**config.mk**
```make
export PLATFORM = sky130hd
export DESIGN_NAME = ifr_qualifier
export DESIGN_NICKNAME = d
export VERILOG_FILES = /design/src/rtl/ifr_pkg.sv /design/src/rtl/ifr_gate.sv /design/src/rtl/ifr_flags.sv /design/src/rtl/ifr_qualifier.sv
export SDC_FILE = /design/constraint.sdc
export NUM_CORES = 1
export LEC_CHECK = 0
export ABC_AREA = 1
export BUFFER_PORTS_ARGS = -buffer_cell sky130_fd_sc_hd__buf_2
export CAP_MARGIN = 20
export CORE_ASPECT_RATIO = 0.8
export CORE_MARGIN = 1
export CORE_UTILIZATION = 49
export CTS_CLUSTER_SIZE = 12
export DETAILED_ROUTE_END_ITERATION = 6
export HOLD_SLACK_MARGIN = 0.05
export MAX_ROUTING_LAYER = met4
export PLACE_DENSITY = 0.83
export SETUP_SLACK_MARGIN = 0.2
export SYNTH_ARGS = -nofsm -noshare
export SYNTH_HDL_FRONTEND = slang
export SYNTH_HIERARCHICAL = 1
export SYNTH_SLANG_ARGS = --single-unit
```
**constraint.sdc**
```tcl
create_clock -name clk -period 3.6 [get_ports clk]
set_input_delay 0.18 -clock clk [delete_from_list [all_inputs] [get_ports clk]]
set_output_delay 0.18 -clock clk [all_outputs]
set_load 0.1 [all_outputs]
```
**src/rtl/ifr_pkg.sv**
```systemverilog
package ifr_pkg;
  localparam logic [2:0] OP_MSG      = 3'd1;
  localparam logic [2:0] OP_MSG_CRC  = 3'd2;
  localparam logic [2:0] OP_IFR2     = 3'd4;
  localparam logic [2:0] OP_IFR3     = 3'd5;
  localparam logic [2:0] OP_IFR3_CRC = 3'd6;

  localparam int NFLAG = 3;
  localparam int FL_CRC = 0;
  localparam int FL_ABT = 1;
  localparam int FL_UF  = 2;

  typedef enum logic [1:0] {EX_IDLE, EX_MSG, EX_IFR} exec_t;

  typedef struct packed {
    logic start;
    logic set_crc;
    logic set_abort;
    logic set_uf;
    logic end_string;
  } verdict_t;
endpackage

```
**src/rtl/ifr_gate.sv**
```systemverilog
module ifr_gate import ifr_pkg::*; #(
  parameter int CNT_W  = 5,
  parameter int T2_MAX = 11,
  parameter int T3_MAX = 9
) (
  input  logic             op_wr,
  input  logic [2:0]       op_code,
  input  exec_t            exec,
  input  logic             string_on,
  input  logic             rx_crc_ok,
  input  logic             rx_len_ok,
  input  logic             len_chk_en,
  input  logic             rx_eod_ok,
  input  logic             rx_in_ifr,
  input  logic             no_len_limit,
  input  logic [CNT_W-1:0] rx_byte_cnt,
  output verdict_t         verdict
);
  localparam logic [CNT_W-1:0] T2_LIM = CNT_W'(T2_MAX);
  localparam logic [CNT_W-1:0] T3_LIM = CNT_W'(T3_MAX);

  function automatic logic count_ok(input logic [CNT_W-1:0] cnt,
                                    input logic [CNT_W-1:0] lim,
                                    input logic nfl);
    return nfl || (cnt <= lim);
  endfunction

  logic is_t2, is_t3, is_rsp, cnt_fits;

  always_comb begin
    is_t2    = (op_code == OP_IFR2);
    is_t3    = (op_code == OP_IFR3) || (op_code == OP_IFR3_CRC);
    is_rsp   = is_t2 || is_t3;
    cnt_fits = count_ok(rx_byte_cnt, is_t2 ? T2_LIM : T3_LIM, no_len_limit);
    verdict  = '0;
    if (op_wr && is_rsp) begin
      if (string_on) begin
        if (!is_t3 || exec != EX_IDLE) begin
          verdict.set_abort = 1'b1;
        end else if (!cnt_fits) begin
          verdict.set_abort  = 1'b1;
          verdict.set_uf     = 1'b1;
          verdict.end_string = 1'b1;
        end else begin
          verdict.start      = 1'b1;
          verdict.end_string = (op_code == OP_IFR3_CRC);
        end
      end else if (exec == EX_MSG) begin
        verdict.set_abort = 1'b1;
        verdict.set_uf    = 1'b1;
      end else if (exec == EX_IFR || rx_in_ifr) begin
        verdict.set_abort = 1'b1;
      end else if (!rx_crc_ok) begin
        verdict.set_crc = 1'b1;
      end else if (len_chk_en && !rx_len_ok) begin
        verdict.set_abort = 1'b1;
      end else if (!rx_eod_ok) begin
        verdict.start = 1'b0;
      end else if (!cnt_fits) begin
        verdict.set_abort = 1'b1;
      end else begin
        verdict.start = 1'b1;
      end
    end
  end
endmodule

```
**src/rtl/ifr_flags.sv**
```systemverilog
module ifr_flags #(
  parameter int N = 3
) (
  input  logic         clk,
  input  logic         rst_n,
  input  logic [N-1:0] set_i,
  input  logic [N-1:0] clr_i,
  output logic [N-1:0] flag_o
);
  for (genvar i = 0; i < N; i++) begin : g_flag
    always_ff @(posedge clk or negedge rst_n) begin
      if (!rst_n) flag_o[i] <= 1'b0;
      else        flag_o[i] <= set_i[i] | (flag_o[i] & ~clr_i[i]);
    end
  end
endmodule

```
**src/rtl/ifr_qualifier.sv**
```systemverilog
module ifr_qualifier import ifr_pkg::*; #(
  parameter int DW     = 8,
  parameter int CNT_W  = 5,
  parameter int T2_MAX = 11,
  parameter int T3_MAX = 9
) (
  input  logic             clk,
  input  logic             rst_n,
  input  logic             op_wr,
  input  logic [2:0]       op_code,
  input  logic [DW-1:0]    tx_data,
  input  logic [DW-1:0]    phys_addr,
  input  logic             rx_crc_ok,
  input  logic             rx_len_ok,
  input  logic             len_chk_en,
  input  logic             rx_eod_ok,
  input  logic             rx_in_ifr,
  input  logic             no_len_limit,
  input  logic [CNT_W-1:0] rx_byte_cnt,
  input  logic             msg_go,
  input  logic             tx_byte_done,
  input  logic [2:0]       flag_clr,
  output logic             tx_start,
  output logic [DW-1:0]    tx_byte,
  output logic             tx_add_crc,
  output logic             tx_inv_crc,
  output logic             ifr_string,
  output logic             crc_err,
  output logic             tx_abort,
  output logic             tx_underflow
);
  exec_t          exec;
  logic           msg_pending, msg_crc;
  verdict_t       verdict;
  logic           msg_launch, is_msg_op;
  logic           exec_busy;
  logic           req_start;
  logic [NFLAG-1:0] flag_set, flag_q;

  ifr_gate #(.CNT_W(CNT_W), .T2_MAX(T2_MAX), .T3_MAX(T3_MAX)) u_gate (
    .op_wr(op_wr), .op_code(op_code), .exec(exec), .string_on(ifr_string),
    .rx_crc_ok(rx_crc_ok), .rx_len_ok(rx_len_ok), .len_chk_en(len_chk_en),
    .rx_eod_ok(rx_eod_ok), .rx_in_ifr(rx_in_ifr), .no_len_limit(no_len_limit),
    .rx_byte_cnt(rx_byte_cnt), .verdict(verdict)
  );

  assign exec_busy  = (exec != EX_IDLE);
  assign req_start  = verdict.start;
  assign is_msg_op  = op_wr && (op_code == OP_MSG || op_code == OP_MSG_CRC);
  assign msg_launch = msg_pending && msg_go && !exec_busy && !ifr_string && !op_wr;

  always_comb begin
    flag_set         = '0;
    flag_set[FL_CRC] = verdict.set_crc;
    flag_set[FL_ABT] = verdict.set_abort;
    flag_set[FL_UF]  = verdict.set_uf;
  end

  ifr_flags #(.N(NFLAG)) u_flags (
    .clk(clk), .rst_n(rst_n), .set_i(flag_set), .clr_i(flag_clr), .flag_o(flag_q)
  );

  assign crc_err      = flag_q[FL_CRC];
  assign tx_abort     = flag_q[FL_ABT];
  assign tx_underflow = flag_q[FL_UF];

  always_ff @(posedge clk or negedge rst_n) begin
    if (!rst_n) begin
      exec        <= EX_IDLE;
      ifr_string  <= 1'b0;
      msg_pending <= 1'b0;
      msg_crc     <= 1'b0;
      tx_start    <= 1'b0;
      tx_byte     <= '0;
      tx_add_crc  <= 1'b0;
      tx_inv_crc  <= 1'b0;
    end else begin
      tx_start   <= 1'b0;
      tx_inv_crc <= verdict.set_uf;
      if (verdict.start) begin
        tx_start    <= 1'b1;
        tx_byte     <= (op_code == OP_IFR2) ? phys_addr : tx_data;
        tx_add_crc  <= (op_code == OP_IFR3_CRC);
        exec        <= EX_IFR;
        msg_pending <= 1'b0;
        ifr_string  <= (op_code == OP_IFR3);
      end else if (msg_launch) begin
        tx_start    <= 1'b1;
        tx_byte     <= tx_data;
        tx_add_crc  <= msg_crc;
        exec        <= EX_MSG;
        msg_pending <= 1'b0;
      end else begin
        if (tx_byte_done) exec <= EX_IDLE;
        if (verdict.end_string) ifr_string <= 1'b0;
        if (is_msg_op) begin
          msg_pending <= 1'b1;
          msg_crc     <= (op_code == OP_MSG_CRC);
        end
      end
    end
  end
endmodule

```
### Yosys cells after proc, flatten, opt, wreduce, memory -nomap -nowiden

Index checks and enable logic that the tools add are counted.

* input bits: 38
* memories kept: 0
* bits in read-only memories: 0
* output and inout bits: 15
* bits in latches: 0
* bits in registers: 19
* logic and storage cells: 97
* RAM bits: 0

* shift-type cells: 0
* bitwise gates (word level): 11
* multipliers: 0
* magnitude comparators: 1
* equal/unequal tests: 8
* div/mod/pow operators: 0
* $add $sub $neg: 0
* reduce and logical (&&, ||, !) cells: 25
* muxes and demuxes: 41

Operators with widths (count)
* 1-bit two-way mux: 28
* 8-bit two-way mux: 3
* 2-bit two-way mux: 9
* 3-bit equality test, second input constant: 3
* 1-bit logical AND: 7
* 1-bit logical OR: 6
* 2-bit nonzero test: 3
* 3-bit nonzero test: 2
* 5-bit <= comparator: 1
* 1-bit logical NOT: 5
* 5-bit two-way mux: 1
* 1-bit inverter: 5
* 1-bit bitwise AND: 3
* 3-bit by 1-bit equality test with 1-bit output, second input constant: 1
* 3-bit by 2-bit equality test with 1-bit output, second input constant: 1
* 1-bit bitwise OR: 3
* 3-bit AND reduction: 1
* 2-bit by 1-bit equality test with 1-bit output, second input constant: 1
* 2-bit equality test, second input constant: 1
* 2-bit by 1-bit != test with 1-bit output, second input constant: 1
* 2-bit AND reduction: 1

### Depth between registers and ports, before layout

* depth after elaboration: 15
* mapped depth: 18
* depth with buffers taken out: 17

### Hierarchy

The synthesis kept the hierarchy.

By module, submodules not included
* ifr_qualifier: sequential area each 400.4 sq um, instances 1, area each 813.3 sq um, cells each 106
* ifr_gate: sequential area each 0.0 sq um, instances 1, area each 224.0 sq um, cells each 48
* ifr_flags: sequential area each 75.1 sq um, instances 1, area each 120.1 sq um, cells each 15

### Least setup slack after synthesis

OpenSTA, ideal clock, no wires.

* path type: register to register
* start point: register ifr_string
* end point: register tx_byte[1]
* path buffers: 1
* data required time: 3.480 ns
* arrival: 1.888 ns
* period minus slack after synthesis: 2.008 ns
* setup time: 0.120 ns
* cell stages (with the launch flop): 10
* setup slack: 1.592 ns
* path through: dfrtp_1 a21oi_1 nor2_1 nand2_2 inv_2 nand2_2 buf_6 or2_0 nand3_1 nand2_1

RTL lines
* from (decl): RTL line ifr_qualifier.sv:27 `output logic ifr_string,`
* from (signal assigned): RTL line ifr_qualifier.sv:86 `ifr_string <= (op_code == OP_IFR3);`
* to (signal assigned): RTL line ifr_qualifier.sv:82 `tx_byte <= (op_code == OP_IFR2) ? phys_addr : tx_data;`
* to (signal assigned): RTL line ifr_qualifier.sv:89 `tx_byte <= tx_data;`
* to (decl): RTL line ifr_qualifier.sv:24 `output logic [DW-1:0] tx_byte,`

==> reports/results.ini <==
[clock_network]
h-tree-depth=1
cts_max_path_buffers=2
post-cts-setup-buffer-count=0
clock_latency_ns=0.29
root_buffer=clkbuf_4
cts.sinks=19
cts_tree=done
cts_buffers=3
clkTransAtPathRegs_ns=0.10
cts_resized=0
hold_buffers=1

[placement]
port_buffers=52
dp.final_hpwl_mm=1.93
pre_cts_slack_ns=1.33
gp_congestion=0.818
place_inst=244

[floorplanning]
core.rowCount=15
die_h_um=45.5
die_area_um2=2560
die_x_um=56.3
start_util=0.527
io_pins=53
core_um2=2200

[route]
drt_first_iter_violations=29
drc=0
vias_per_cell=4.77
dr.pass1.iters=4
vias=1187
ant_nets=0
wl_per_cell_um=9.56
drt-total-wl_mm=2.38

[synthesis]
syn-num-nets=208
ys_types=19
yosysWarnings=6
synthCells=169
seq_area_frac_synth=0.411
syn_area_um2=1160
avgSynthCellArea_um2=6.85
synth_seq_cells=19

[final_layout]
fillers=209
synthToLayoutAreaGrowth_pct=26.5
diodes=0
drive_gt1_frac=0.308
finalNonFillerCells=249
nets=264

[worst_setup_path]
crit_top_cell=nand2_1
r2r-end=tx_byte[3]
end_kind=register
worstSetupPathType=register to register
path_max_fanout=16
critPathMaxStageDelay_ns=0.44
crit_chain=nor2_1 -> a21boi_1 -> nand2_1 -> nand2_1 -> nand2_1 -> nor2_1 -> nand2_2 -> inv_2 -> nand2_2 -> or2_2 -> nand3_1 -> nand2_1
worstPathRequired_ns=3.79
path_buf_inv=1
arrival_ns=2.21
path_delay_family=simple AND/OR/NAND/NOR gates
rr_worst_depth=12
crit_slowest_cell=dfrtp_1
regToRegStartpoint=exec[1]
crit_cells=12
r2r_slack_ns=1.58
start_kind=register

[timing]
final.setup.tns_ns=0
slew_violations=0
relSlewSlack=0.676
fin_crit_sh=0.562
hold_viol_final=0
setup_ws_ns=1.58
tightest_slew_ns=0.490
max_freq_ghz=0.495
rsz0062_at_grt=no
clock_skew_ns=0.00221
fin_crit_ns=2.02
setup_viol=0

[job]
cap_violations=0

[hold_path]
hold_depth=4
whs_endpoint=u_flags/flag_o[0]
hp-start=flag_clr[0]
hold_path_class=primary input to register

[global_routing]
grtUsageTotal=0.218
overflow=0
grt_pass1_vias=1035
antenna_found_initial=0
grt_pass1_wl_mm=4.18
grt_max_degree=20

[pwr]
p_leak_uw=0.000920
power.density_nw_per_um2=708
p_total_uw=1040
ir_drop_v=0.000585

[outcome]
status=complete, no violations

worst register-to-register path: stages, from the launching register on:
cell and delay, ns:
dfrtp_1 0.44, nor2_1 0.12, a21boi_1 0.22, nand2_1 0.10, nand2_1 0.06, nand2_1 0.05
nor2_1 0.18, nand2_2 0.09, inv_2 0.06, nand2_2 0.15, or2_2 0.32, nand3_1 0.08
nand2_1 0.06
where the power goes:
group	leakage (uW)	switching [uW]	internal (uW)	total (uW)
combinational	0.000655	519	100	619
clock	0.0000177	62.6	41.3	104
sequential	0.000247	35.7	278	314
how the worst max path moves through the flow:
stage | startpoint | end | slack (ns)
detailed placement | op_code[0] | tx_byte[3] | 1.33
global placement | op_code[0] | tx_byte[3] | 1.38
floorplan | ifr_string | tx_byte[1] | 1.59
CTS | exec[1] | tx_byte[3] | 1.60
finish | exec[1] | tx_byte[3] | 1.58
global route | exec[1] | tx_byte[7] | 1.30
cells by family after synthesis:
group / after synthesis / synth area share
flip-flops: 19 / 0.411
AO/OA/AOI/OAI: 12 / 0.0551
buffers and inverters: 36 / 0.130
AND/OR/NAND/NOR: 101 / 0.394
adder cells (fa/ha/maj): 1 / 0.0108
synth_stat cells (all sizes together):
| library cell | count | area (um^2) |
|---|---|---|
| nand3 | 20 | 110 |
| nand4 | 4 | 25.0 |
| dfrtp | 19 | 475 |
| o22ai | 1 | 6.26 |
| a21oi | 5 | 25.0 |
| a21boi | 1 | 7.51 |
| o21ai | 5 | 25.0 |
| nor2 | 11 | 41.3 |
| nor3 | 1 | 5.00 |
| or2 | 9 | 56.3 |
| buf | 2 | 22.5 |
| inv | 34 | 128 |
| ha | 1 | 12.5 |
| nand2 | 56 | 218 |
cell type report:
type,count,area (um^2),area share
multi-input combinational,114,532,0.363
sequential,19,475,0.325
timing repair buffer,53,270,0.185
inverter,34,128,0.0872
tap,25,31.3,0.0214
clock buffer,3,22.5,0.0154
clock inverter,1,5.00,0.00342
through the flow:
stage          hold WS (ns)  area, um^2  utilization
2_1_floorplan        -0.116        1160            -
3_3_place_gp          0.130        1430        0.650
3_5_place_dp          0.140        1430        0.650
4_1_cts              0.0975        1460        0.667
5_1_grt               0.106        1460        0.667
6_report              0.106        1460        0.667
registers in the layout, indices dropped and copies added (netlist names):
| signal | count |
|---|---|
| exec | 2 |
| ifr_string | 1 |
| msg_crc | 1 |
| msg_pending | 1 |
| tx_add_crc | 1 |
| tx_byte | 8 |
| tx_inv_crc | 1 |
| tx_start | 1 |
| u_flags/flag_o | 3 |
layout by cell type (no fill, tap or decap):
master and instances:
or2_0 2, clkbuf_4 3, a21boi_1 1, nor2_1 11
or2_2 6, clkinv_2 1, dfrtp_1 19, inv_1 32
o22ai_1 1, inv_2 2, or2_1 1, nand3_1 18
buf_2 52, o21ai_0 5, nand3_2 2, nand4_1 4
ha_1 1, dlygate4sd3_1 1, nand2_2 3, a21oi_1 5
nand2_1 53, nor3_1 1
layer usage:
| metal | GRT usage | up-vias | routed length, um |
|---|---|---|---|
| met4 | 0.0488 | 0 | 15 |
| met1 | 0.285 | 522 | 1130 |
| met2 | 0.345 | 38 | 1100 |
| met5 | - | - | 0 |
| li1 | - | 625 | - |
| met3 | 0.0597 | 2 | 140 |
(Power assumes the default switching activity.)
